`config.mk`:
```
export PLATFORM = sky130hd
export DESIGN_NAME = dct_timer
export DESIGN_NICKNAME = d
export VERILOG_FILES = /design/src/rtl/dct_pkg.sv /design/src/rtl/dct_ctrl.sv /design/src/rtl/dct_datapath.sv /design/src/rtl/dct_timer.sv
export SDC_FILE = /design/constraint.sdc
export NUM_CORES = 1
export LEC_CHECK = 0
export BUFFER_PORTS_ARGS = -buffer_cell sky130_fd_sc_hd__buf_2
export CAP_MARGIN = 40
export CELL_PAD_IN_SITES_DETAIL_PLACEMENT = 0
export CELL_PAD_IN_SITES_GLOBAL_PLACEMENT = 1
export CORE_ASPECT_RATIO = 1.1
export CORE_UTILIZATION = 47
export CTS_BUF_LIST = sky130_fd_sc_hd__clkbuf_8
export DETAILED_ROUTE_END_ITERATION = 6
export PLACE_DENSITY_LB_ADDON = 0.1
export SETUP_SLACK_MARGIN = 0.02
export SYNTH_ARGS = -nofsm -noshare
export SYNTH_HDL_FRONTEND = slang
export SYNTH_SLANG_ARGS = --single-unit
```
`constraint.sdc`:
```
create_clock -name clk -period 4.57 [get_ports clk]
set_input_delay 0 -clock clk [delete_from_list [all_inputs] [get_ports clk]]
set_output_delay 0 -clock clk [all_outputs]
set_load 0.005 [all_outputs]
```
`src/rtl/dct_pkg.sv`:
```
package dct_pkg;
  localparam int BYTE_W      = 8;
  localparam int FULL_W      = 2 * BYTE_W;
  localparam int NUM_TAPS    = 4;
  localparam int TAP_IDX_W   = $clog2(NUM_TAPS);
  localparam int SEL_W       = TAP_IDX_W + 1;
  localparam int ADDR_W      = 3;
  localparam int SYNC_STAGES = 2;

  typedef enum logic [ADDR_W-1:0] {
    REG_CTRL = 3'd0,
    REG_CSEL = 3'd1,
    REG_CNTL = 3'd2,
    REG_CNTH = 3'd3,
    REG_CMPL = 3'd4,
    REG_CMPH = 3'd5,
    REG_OUT  = 3'd6,
    REG_FLAG = 3'd7
  } regAddr_e;

  // strobes from control to datapath
  typedef struct packed {
    logic              split;
    logic              tickLo;
    logic              tickHi;
    logic              clrLo;
    logic              clrHi;
    logic              wrCntLo;
    logic              wrCntHi;
    logic              presetLo;
    logic              presetHi;
    logic [1:0]        presetVal;
    logic [BYTE_W-1:0] wrByte;
    logic [BYTE_W-1:0] cmpLo;
    logic [BYTE_W-1:0] cmpHi;
  } strobe_t;
endpackage

```
`src/rtl/dct_ctrl.sv`:
```
module dct_ctrl
  import dct_pkg::*;
(
  input  logic              clk,
  input  logic              rstN,
  input  logic              wrEn,
  input  logic              rdEn,
  input  logic [ADDR_W-1:0] addr,
  input  logic [BYTE_W-1:0] wrData,
  output logic [BYTE_W-1:0] rdData,
  input  logic [NUM_TAPS-1:0] taps,
  input  logic              evtPin,
  input  logic [FULL_W-1:0] cnt,
  input  logic              outLo,
  input  logic              outHi,
  input  logic              matchLo,
  input  logic              matchHi,
  output strobe_t           st,
  output logic              irqLo,
  output logic              irqHi
);
  logic splitR, runLo, runHi, clrLoR, clrHiR;
  logic [SEL_W-1:0] selLo, selHi;
  logic [BYTE_W-1:0] cmpLoR, cmpHiR, hiShadow;
  logic flagLo, flagHi;
  logic [SYNC_STAGES-1:0] evtSync;
  logic evtPrev, evtTick;
  logic [1:0] rawTick;
  logic [SEL_W-1:0] selArr [2];

  regAddr_e regSel;
  assign regSel = regAddr_e'(addr);

  logic wrCtrl, wrCsel, wrCntL, wrCntH, wrCmpL, wrCmpH, wrOut, wrFlag, rdCntL;
  assign wrCtrl = wrEn && (regSel == REG_CTRL);
  assign wrCsel = wrEn && (regSel == REG_CSEL);
  assign wrCntL = wrEn && (regSel == REG_CNTL);
  assign wrCntH = wrEn && (regSel == REG_CNTH);
  assign wrCmpL = wrEn && (regSel == REG_CMPL);
  assign wrCmpH = wrEn && (regSel == REG_CMPH);
  assign wrOut  = wrEn && (regSel == REG_OUT);
  assign wrFlag = wrEn && (regSel == REG_FLAG);
  assign rdCntL = rdEn && (regSel == REG_CNTL);

  // configuration registers
  always_ff @(posedge clk) begin
    if (!rstN) begin
      splitR <= 1'b0;
      runLo  <= 1'b0;
      runHi  <= 1'b0;
      clrLoR <= 1'b0;
      clrHiR <= 1'b0;
      selLo  <= '0;
      selHi  <= '0;
      cmpLoR <= '1;
      cmpHiR <= '1;
    end else begin
      if (wrCtrl) begin
        splitR <= wrData[0];
        runLo  <= wrData[1];
        runHi  <= wrData[2];
        clrLoR <= wrData[3];
        clrHiR <= wrData[4];
      end
      if (wrCsel) begin
        selLo <= wrData[SEL_W-1:0];
        selHi <= wrData[4+SEL_W-1:4];
      end
      if (wrCmpL) cmpLoR <= wrData;
      if (wrCmpH) cmpHiR <= wrData;
    end
  end

  // event pin synchroniser and edge detect
  always_ff @(posedge clk) begin
    if (!rstN) begin
      evtSync <= '0;
      evtPrev <= 1'b0;
    end else begin
      evtSync <= {evtSync[SYNC_STAGES-2:0], evtPin};
      evtPrev <= evtSync[SYNC_STAGES-1];
    end
  end
  assign evtTick = evtSync[SYNC_STAGES-1] & ~evtPrev;

  // per-half clock source selection
  assign selArr[0] = selLo;
  assign selArr[1] = selHi;
  for (genvar h = 0; h < 2; h++) begin : g_clkSel
    assign rawTick[h] = selArr[h][SEL_W-1] ? evtTick
                                           : taps[selArr[h][TAP_IDX_W-1:0]];
  end

  // match flags: set wins over write-one-to-clear
  always_ff @(posedge clk) begin
    if (!rstN) begin
      flagLo <= 1'b0;
      flagHi <= 1'b0;
    end else begin
      flagLo <= matchLo | (flagLo & ~(wrFlag & wrData[0]));
      flagHi <= matchHi | (flagHi & ~(wrFlag & wrData[1]));
    end
  end
  assign irqLo = flagLo;
  assign irqHi = flagHi;

  // high byte capture for coherent 16-bit reads
  always_ff @(posedge clk) begin
    if (!rstN)                   hiShadow <= '0;
    else if (rdCntL && !splitR)  hiShadow <= cnt[FULL_W-1:BYTE_W];
  end

  // strobes to the datapath
  always_comb begin
    st           = '0;
    st.split     = splitR;
    st.tickLo    = splitR && runLo && rawTick[0];
    st.tickHi    = runHi && rawTick[1];
    st.clrLo     = clrLoR;
    st.clrHi     = clrHiR;
    st.wrCntLo   = wrCntL;
    st.wrCntHi   = wrCntH;
    st.presetLo  = wrOut && !(splitR && runLo);
    st.presetHi  = wrOut && !runHi;
    st.presetVal = wrData[1:0];
    st.wrByte    = wrData;
    st.cmpLo     = cmpLoR;
    st.cmpHi     = cmpHiR;
  end

  // read mux
  always_comb begin
    rdData = '0;
    unique case (regSel)
      REG_CTRL: rdData = {3'b000, clrHiR, clrLoR, runHi, runLo, splitR};
      REG_CSEL: rdData = {1'b0, selHi, 1'b0, selLo};
      REG_CNTL: rdData = cnt[BYTE_W-1:0];
      REG_CNTH: rdData = splitR ? cnt[FULL_W-1:BYTE_W] : hiShadow;
      REG_CMPL: rdData = cmpLoR;
      REG_CMPH: rdData = cmpHiR;
      REG_OUT:  rdData = {6'b0, outHi, outLo};
      REG_FLAG: rdData = {6'b0, flagHi, flagLo};
      default:  rdData = '0;
    endcase
  end
endmodule

```
`src/rtl/dct_datapath.sv`:
```
module dct_datapath
  import dct_pkg::*;
(
  input  logic              clk,
  input  logic              rstN,
  input  strobe_t           st,
  output logic [FULL_W-1:0] cnt,
  output logic              outLo,
  output logic              outHi,
  output logic              matchLo,
  output logic              matchHi
);
  logic [BYTE_W-1:0] cntLo, cntHi, cntLoD, cntHiD;
  logic [BYTE_W-1:0] nxtLo, nxtHi;
  logic [FULL_W-1:0] nxtFull;
  logic hitLo, hitHi, hitFull;

  assign nxtLo   = cntLo + 1'b1;
  assign nxtHi   = cntHi + 1'b1;
  assign nxtFull = {cntHi, cntLo} + 1'b1;

  assign hitLo   =  st.split && st.tickLo && (nxtLo == st.cmpLo);
  assign hitHi   =  st.split && st.tickHi && (nxtHi == st.cmpHi);
  assign hitFull = !st.split && st.tickHi && (nxtFull == {st.cmpHi, st.cmpLo});

  always_comb begin
    cntLoD = cntLo;
    cntHiD = cntHi;
    if (st.split) begin
      if (st.tickLo) cntLoD = (hitLo && st.clrLo) ? '0 : nxtLo;
      if (st.tickHi) cntHiD = (hitHi && st.clrHi) ? '0 : nxtHi;
    end else if (st.tickHi) begin
      {cntHiD, cntLoD} = (hitFull && st.clrHi) ? '0 : nxtFull;
    end
    if (st.wrCntLo) cntLoD = st.wrByte;
    if (st.wrCntHi) cntHiD = st.wrByte;
  end

  always_ff @(posedge clk) begin
    if (!rstN) begin
      cntLo <= '0;
      cntHi <= '0;
      outLo <= 1'b0;
      outHi <= 1'b0;
    end else begin
      cntLo <= cntLoD;
      cntHi <= cntHiD;
      outLo <= st.presetLo ? st.presetVal[0] : (outLo ^ hitLo);
      outHi <= st.presetHi ? st.presetVal[1] : (outHi ^ (hitHi | hitFull));
    end
  end

  assign cnt     = {cntHi, cntLo};
  assign matchLo = hitLo;
  assign matchHi = hitHi | hitFull;
endmodule

```
`src/rtl/dct_timer.sv`:
```
module dct_timer
  import dct_pkg::*;
(
  input  logic                clk,
  input  logic                rstN,
  input  logic                wrEn,
  input  logic                rdEn,
  input  logic [ADDR_W-1:0]   addr,
  input  logic [BYTE_W-1:0]   wrData,
  output logic [BYTE_W-1:0]   rdData,
  input  logic [NUM_TAPS-1:0] taps,
  input  logic                evtPin,
  output logic                outLo,
  output logic                outHi,
  output logic                irqLo,
  output logic                irqHi
);
  strobe_t           st;
  logic [FULL_W-1:0] cnt;
  logic              matchLo, matchHi;

  dct_ctrl u_ctrl (
    .clk(clk), .rstN(rstN), .wrEn(wrEn), .rdEn(rdEn), .addr(addr),
    .wrData(wrData), .rdData(rdData), .taps(taps), .evtPin(evtPin),
    .cnt(cnt), .outLo(outLo), .outHi(outHi), .matchLo(matchLo),
    .matchHi(matchHi), .st(st), .irqLo(irqLo), .irqHi(irqHi)
  );

  dct_datapath u_dp (
    .clk(clk), .rstN(rstN), .st(st), .cnt(cnt), .outLo(outLo),
    .outHi(outHi), .matchLo(matchLo), .matchHi(matchHi)
  );
endmodule

```
Yosys cells after proc, flatten, opt, wreduce, memory -nomap -nowiden
Index checks and enable logic that the tools add are counted.
Operators by class
  equal/unequal tests: 11
  bitwise operators: 13
  $lt $le $gt $ge: 2
  reductions and logical operators: 31
  muxes and demuxes: 21
  add/subtract/negate cells: 3
Operator list (number)
  $mux 8: 11
  $pmux 8 s8: 1
  $logic_and 1x1->1: 24
  $add 16x1->16 const B: 1
  $add 8x1->8 const B: 2
  $eq 16x16->1: 1
  $eq 8x8->1: 2
  $mux 16: 1
  $eq 3x3->1 const B: 4
  $eq 3x2->1 const B: 2
  $lt 2x3->1 const B: 2
  $mux 1: 6
  $and 1x1->1: 5
  $bmux 1 s2: 2
  $eq 3x1->1 const B: 1
  $logic_not 1->1: 3
  $logic_not 3->1: 1
  $ne 3x2->1 const B: 1
  $not 1->1: 3
  $or 1x1->1: 3
  $reduce_bool 3->1: 1
  $reduce_and 2->1: 1
  $reduce_bool 2->1: 1
  $xor 1x1->1: 2
Word-level totals
  register bits after elaboration: 58
  input bits: 20
  output and inout port bits: 12
  word-level logic and storage cells: 99

Longest topological paths before layout
  word-level depth: 11
  gate-level depth with buffers: 10
  mapped depth without buffers: 8

Modules after synthesis
Synthesis repeated with hierarchy kept, for this count alone.
Unflattened totals
  cell total of the unflattened synthesis: 540
  area, all modules: 4331.7 um^2
Modules (own cells, without submodules)
  dct_ctrl: cells each 260, times used 1, area an instance 2255.9 um^2
  dct_datapath: cells each 280, times used 1, area an instance 2075.7 um^2

Worst setup path before layout
OpenSTA, ideal clock, no wires.
  kind: register to register
  start point: reg u_dp.cntLo[1]
  end point: reg u_dp.cntHi[6]
  stages on the path, launching flop included: 10
  buffers on the path: 1
  path slack: 1340 ps
  period minus slack after synthesis: 3230 ps
  arrival time: 3089 ps
  required time: 4429 ps
  cells stage by stage: dfxtp_1 -> ha_1 -> nand3_1 -> nor4_2 -> mux2_2 -> or4_1 -> or4b_1 -> buf_6 -> a311oi_2 -> a311oi_1
Between the ends
  cells in the longest elaborated chain, start to end: 8
Ends and longest elaborated chain
  start, declared: RTL line dct_datapath.sv:13  | logic [BYTE_W-1:0] cntLo, cntHi, cntLoD, cntHiD;
  start signal, assigned: RTL line dct_datapath.sv:46  | cntLo <= cntLoD;
  $add 16x1->16 *: RTL line dct_datapath.sv:20  | assign nxtFull = {cntHi, cntLo} + 1'b1;
  $eq 16x16->1: RTL line dct_datapath.sv:24  | assign hitFull = !st.split && st.tickHi && (nxtFull == {st.cmpHi, st.cmpLo});
  $logic_and 1x1->1: RTL line dct_datapath.sv:24
  $logic_and 1x1->1: RTL line dct_datapath.sv:33  | {cntHiD, cntLoD} = (hitFull && st.clrHi) ? '0 : nxtFull;
  $mux 16 *: RTL line dct_datapath.sv:33
  $mux 8 *: RTL line dct_datapath.sv:32  | end else if (st.tickHi) begin
  $mux 8 *: RTL line dct_datapath.sv:29  | if (st.split) begin
  $mux 8 *: RTL line dct_datapath.sv:36  | if (st.wrCntHi) cntHiD = st.wrByte;
  end signal, assigned: RTL line dct_datapath.sv:47  | cntHi <= cntHiD;
  end, declared: RTL line dct_datapath.sv:13
Every way passes the cells marked *; elsewhere a longest branch is shown, timed or not. The select of a mux whose other input is x is not followed.
A chain may end at the register's enable or synchronous reset.

Worst setup path in the final report
  start point: reg u_dp.cntLo[0]
  end point: reg u_dp.cntLo[5]
Between the ends
  cells in the longest elaborated chain, start to end: 8
Ends and longest elaborated chain
  $add 16x1->16 or $add 8x1->8 (tied branches): RTL line dct_datapath.sv:20, dct_datapath.sv:18
  $eq 16x16->1 or $eq 8x8->1 (tied branches): RTL line dct_datapath.sv:24, dct_datapath.sv:22
  $logic_and 1x1->1, on equally long branches: RTL line dct_datapath.sv:24, dct_datapath.sv:22
  $logic_and 1x1->1, on equally long branches: RTL line dct_datapath.sv:33, dct_datapath.sv:30
  $mux 16 or $mux 8 (tied branches): RTL line dct_datapath.sv:33, dct_datapath.sv:30
  $mux 8, on equally long branches: RTL line dct_datapath.sv:32, dct_datapath.sv:30
  $mux 8 *: RTL line dct_datapath.sv:29
  $mux 8 *: RTL line dct_datapath.sv:35  | if (st.wrCntLo) cntLoD = st.wrByte;
Marked as above.

==> metrics <==
Initial Util=0.491; final worst slack=0.706 ns; Post-synth EDFFs=0; first-pass GRT wire length=approximately 22000 um; Setup WS pre-CTS=0.774 ns; Resized cells post-CTS=0; CTS tree=built; Final Hold Vio Count=0; area delta synth->final=10.0%; IO Port Bufs=31; clock root buffer master=clkbuf_8; vias per cell=6.52; ANT cells=0; Slew Limit Fails=0; cell area after synthesis=about 4100 um2; Final Net Count=~560; main area contributors after synthesis=dfxtp_1 (28%), mux2i_1 (8.7%), nand2_1 (5.6%); unique cell type count in the Yosys netlist=between 60 and 70; data arrival time of the worst path=~4 ns; Clock Latency Late Sink=roughly 0.35 ns; max-capacitance violation count=0; Die Wd=around 90 um; period utilization=0.845; P_sw=around 0.00042 W; Worst Clk Skew=between 0.01 and 0.015 ns; Pint=~0.00092 W; clock transition at the registers of the reported paths=0.07 ns; final design utilization=0.540; worst path required time=4.78 ns; H-Tree Depth=3; Synth Area per Inst=between 7 and 8 um2; gr usage total=0.325; I/O pin cnt=32; fin cells=649; drt wl/cell=approximately 22 um; Max IR drop VDD=about 0.15 mV; #FFs+latches synth=58; Max Freq=about 260 MHz; synthesized instance count=roughly 520; Synth Net Count=547; Flop pwr share=0.443; pin count of the biggest net entering global routing=between 40 and 50; Post-synth ARST share=0; CP Class=register to register; Antenna Nets Post-Route=0; Initial DRT Pass Iterations=5; Post-Place Cells=approximately 630; Yosys top cell by area=dfxtp_1; sw frac=0.312; vias in the first global route=between 3000 and 4000; Synth top area share=0.280; initial antenna violation count=0; r2r worst-path depth=8; combinational power share=0.155; Crit. End Element=register; 1st-iter DRT viols=around 320; post-layout minimum cycle time=between 3 and 4 ns; unrepaired setup endpoints after global routing=false; Inserted Clock Buffers=9; status=finished clean; most frequent cell after synthesis=nand2_1; placed cell areas=4310 um2; setup tns final=0 ns; Slew @ Worst Pin=around 0.8 ns; Clock Power Share=0.403; die extent in y=between 100 and 150 um; WL final=14200 um; layout cells sized above 1=0.134; routability congestion estimate=approximately 0.95; Seq/Total Area, Yosys=0.280; final instance area=roughly 4600 um2; num rows=35; Worst Setup Start Kind=register; leakage=between 1.5 and 2 nW; Die ar.=9210 um2; Post-synth top cells=nand2_1 (62), dfxtp_1 (58), nand3_1 (39), nor2_1 (39), mux2i_1 (36); HPWL after DPL=~10000 um; Setup violations, final=0; Cell Pwr Density=294 nW/um2; Hold/Removal Path Class=primary input to register; Clock Tree Buf Depth=2; Core ar.=~8500 um2; CP max FO=10; Post-route DRC=0; depth of the worst hold-timing path=3; TritonCTS Sinks=58; Top FF cell, synth=dfxtp_1; relative slew slack=0.451; grt total ovfl=0; routed vias=4232; fillers=between 800 and 900; synth warn=0; post-CTS setup buffers=0
-- cells by family (layout without fill, tap and decap cells) --
kind of cell	Yosys count	in the layout	share of synthesized area
muxes	43	43	0.117
buffers and inverters	54	68	0.0552
and+or+nand+nor	230	230	0.290
adders and majority gates	3	3	0.00905
AOI/OAI and AO/OA	108	108	0.186
DFF	58	58	0.280
xor gates and xnor gates	28	28	0.0624
-- sequential cells by signal, summed over array words and instances, names as in the netlist, 2 cells and up --
name / flops
u_ctrl.cmpLoR: 8
u_ctrl.cmpHiR: 8
u_ctrl.selLo: 3
u_ctrl.hiShadow: 8
u_ctrl.selHi: 3
u_dp.cntLo: 8
u_ctrl.evtSync: 2
u_dp.cntHi: 8
-- metrics by stage --
step / power, W / hold WS [ns]
finish: 0.00134 / 0.0238
global route: 0.00140 / 0.0102
CTS: 0.00135 / 0.0157
detailed placement: 0.000805 / 0.217
global placement: 0.000803 / 0.211
floorplan: 0.000737 / 0.124
-- layout by cell type (no fill, tap or decap), types with 4 or more instances in the layout --
master and count:
a211oi_1 7, a21oi_1 22, a22oi_1 6, a31oi_1 8, and2_1 6, and3_1 9
buf_2 32, buf_4 6, clkbuf_8 9, dfxtp_1 58, dlygate4sd3_1 4, inv_1 9
mux2i_1 36, mux4_2 4, nand2_1 62, nand2b_1 4, nand3_1 39, nand3b_1 5
nand4_1 11, nor2_1 39, nor2b_1 4, nor3_1 11, nor4_1 4, o211ai_1 5
o21ai_0 17, o221ai_1 11, o22ai_1 5, o31ai_1 4, or3_1 10, or4_1 5
xnor2_1 13, xor2_1 14
-- metal layers --
layer	GRT usage	wire (um)
met1	0.434	6040
met3	0.0701	1220
met2	0.501	6380
met5	0	0
met4	0.153	524
-- worst paths after layout --
kind,startpoint,end,slack [ns]
worst max-delay path,u_dp.cntLo[0]$_SDFFE_PN0P_,u_dp.cntLo[5]$_SDFFE_PN0P_,0.71
worst min register to register,u_ctrl.evtSync[0]$_SDFF_PN0_,u_ctrl.evtSync[1]$_SDFF_PN0_,0.44
worst max register to register,u_dp.cntLo[0]$_SDFFE_PN0P_,u_dp.cntLo[5]$_SDFFE_PN0P_,0.71
worst min-delay path,wrData[5],u_ctrl.cmpHiR[5]$_SDFFE_PN1P_,0.02
-- worst max-delay path, stage by stage (launching register included) --
cell	delay, ns
dfxtp_1	0.56
ha_1	0.36
nand3_1	0.23
nor4_2	0.43
mux2_2	0.39
or4_1	0.54
or4b_1	0.78
nand2_1	0.31
o221ai_1	0.15
-- what timing repair did --
action | in CTS | in global routing
endpoints found under the hold margin | 5 | 0
hold buffers | 4 | 0
setup endpoints to repair | 0 | 0
-- power groups by stage --
| stage | Sequential [W] | Combinational, W | Clock [W] |
|---|---|---|---|
| floorplan | 0.000555 | 0.000182 | 0 |
| global placement | 0.000603 | 0.000201 | 0 |
| detailed placement | 0.000603 | 0.000201 | 0 |
| CTS | 0.000592 | 0.000205 | 0.000548 |
| global route | 0.000599 | 0.000227 | 0.000571 |
| finish | 0.000594 | 0.000207 | 0.000540 |
-- final cells by class --
| class | count | area [um2] | share of cell area |
|---|---|---|---|
| clock buffer | 9 | 124 | 0.0271 |
| clock inverter | 7 | 93.8 | 0.0206 |
| inverter | 10 | 37.5 | 0.00822 |
| multi-input combinational | 412 | 2770 | 0.606 |
| sequential | 58 | 1160 | 0.254 |
| tap | 111 | 139 | 0.0304 |
| timing repair buffer | 42 | 245 | 0.0537 |
Note: power is estimated with default switching activity, not from simulation.
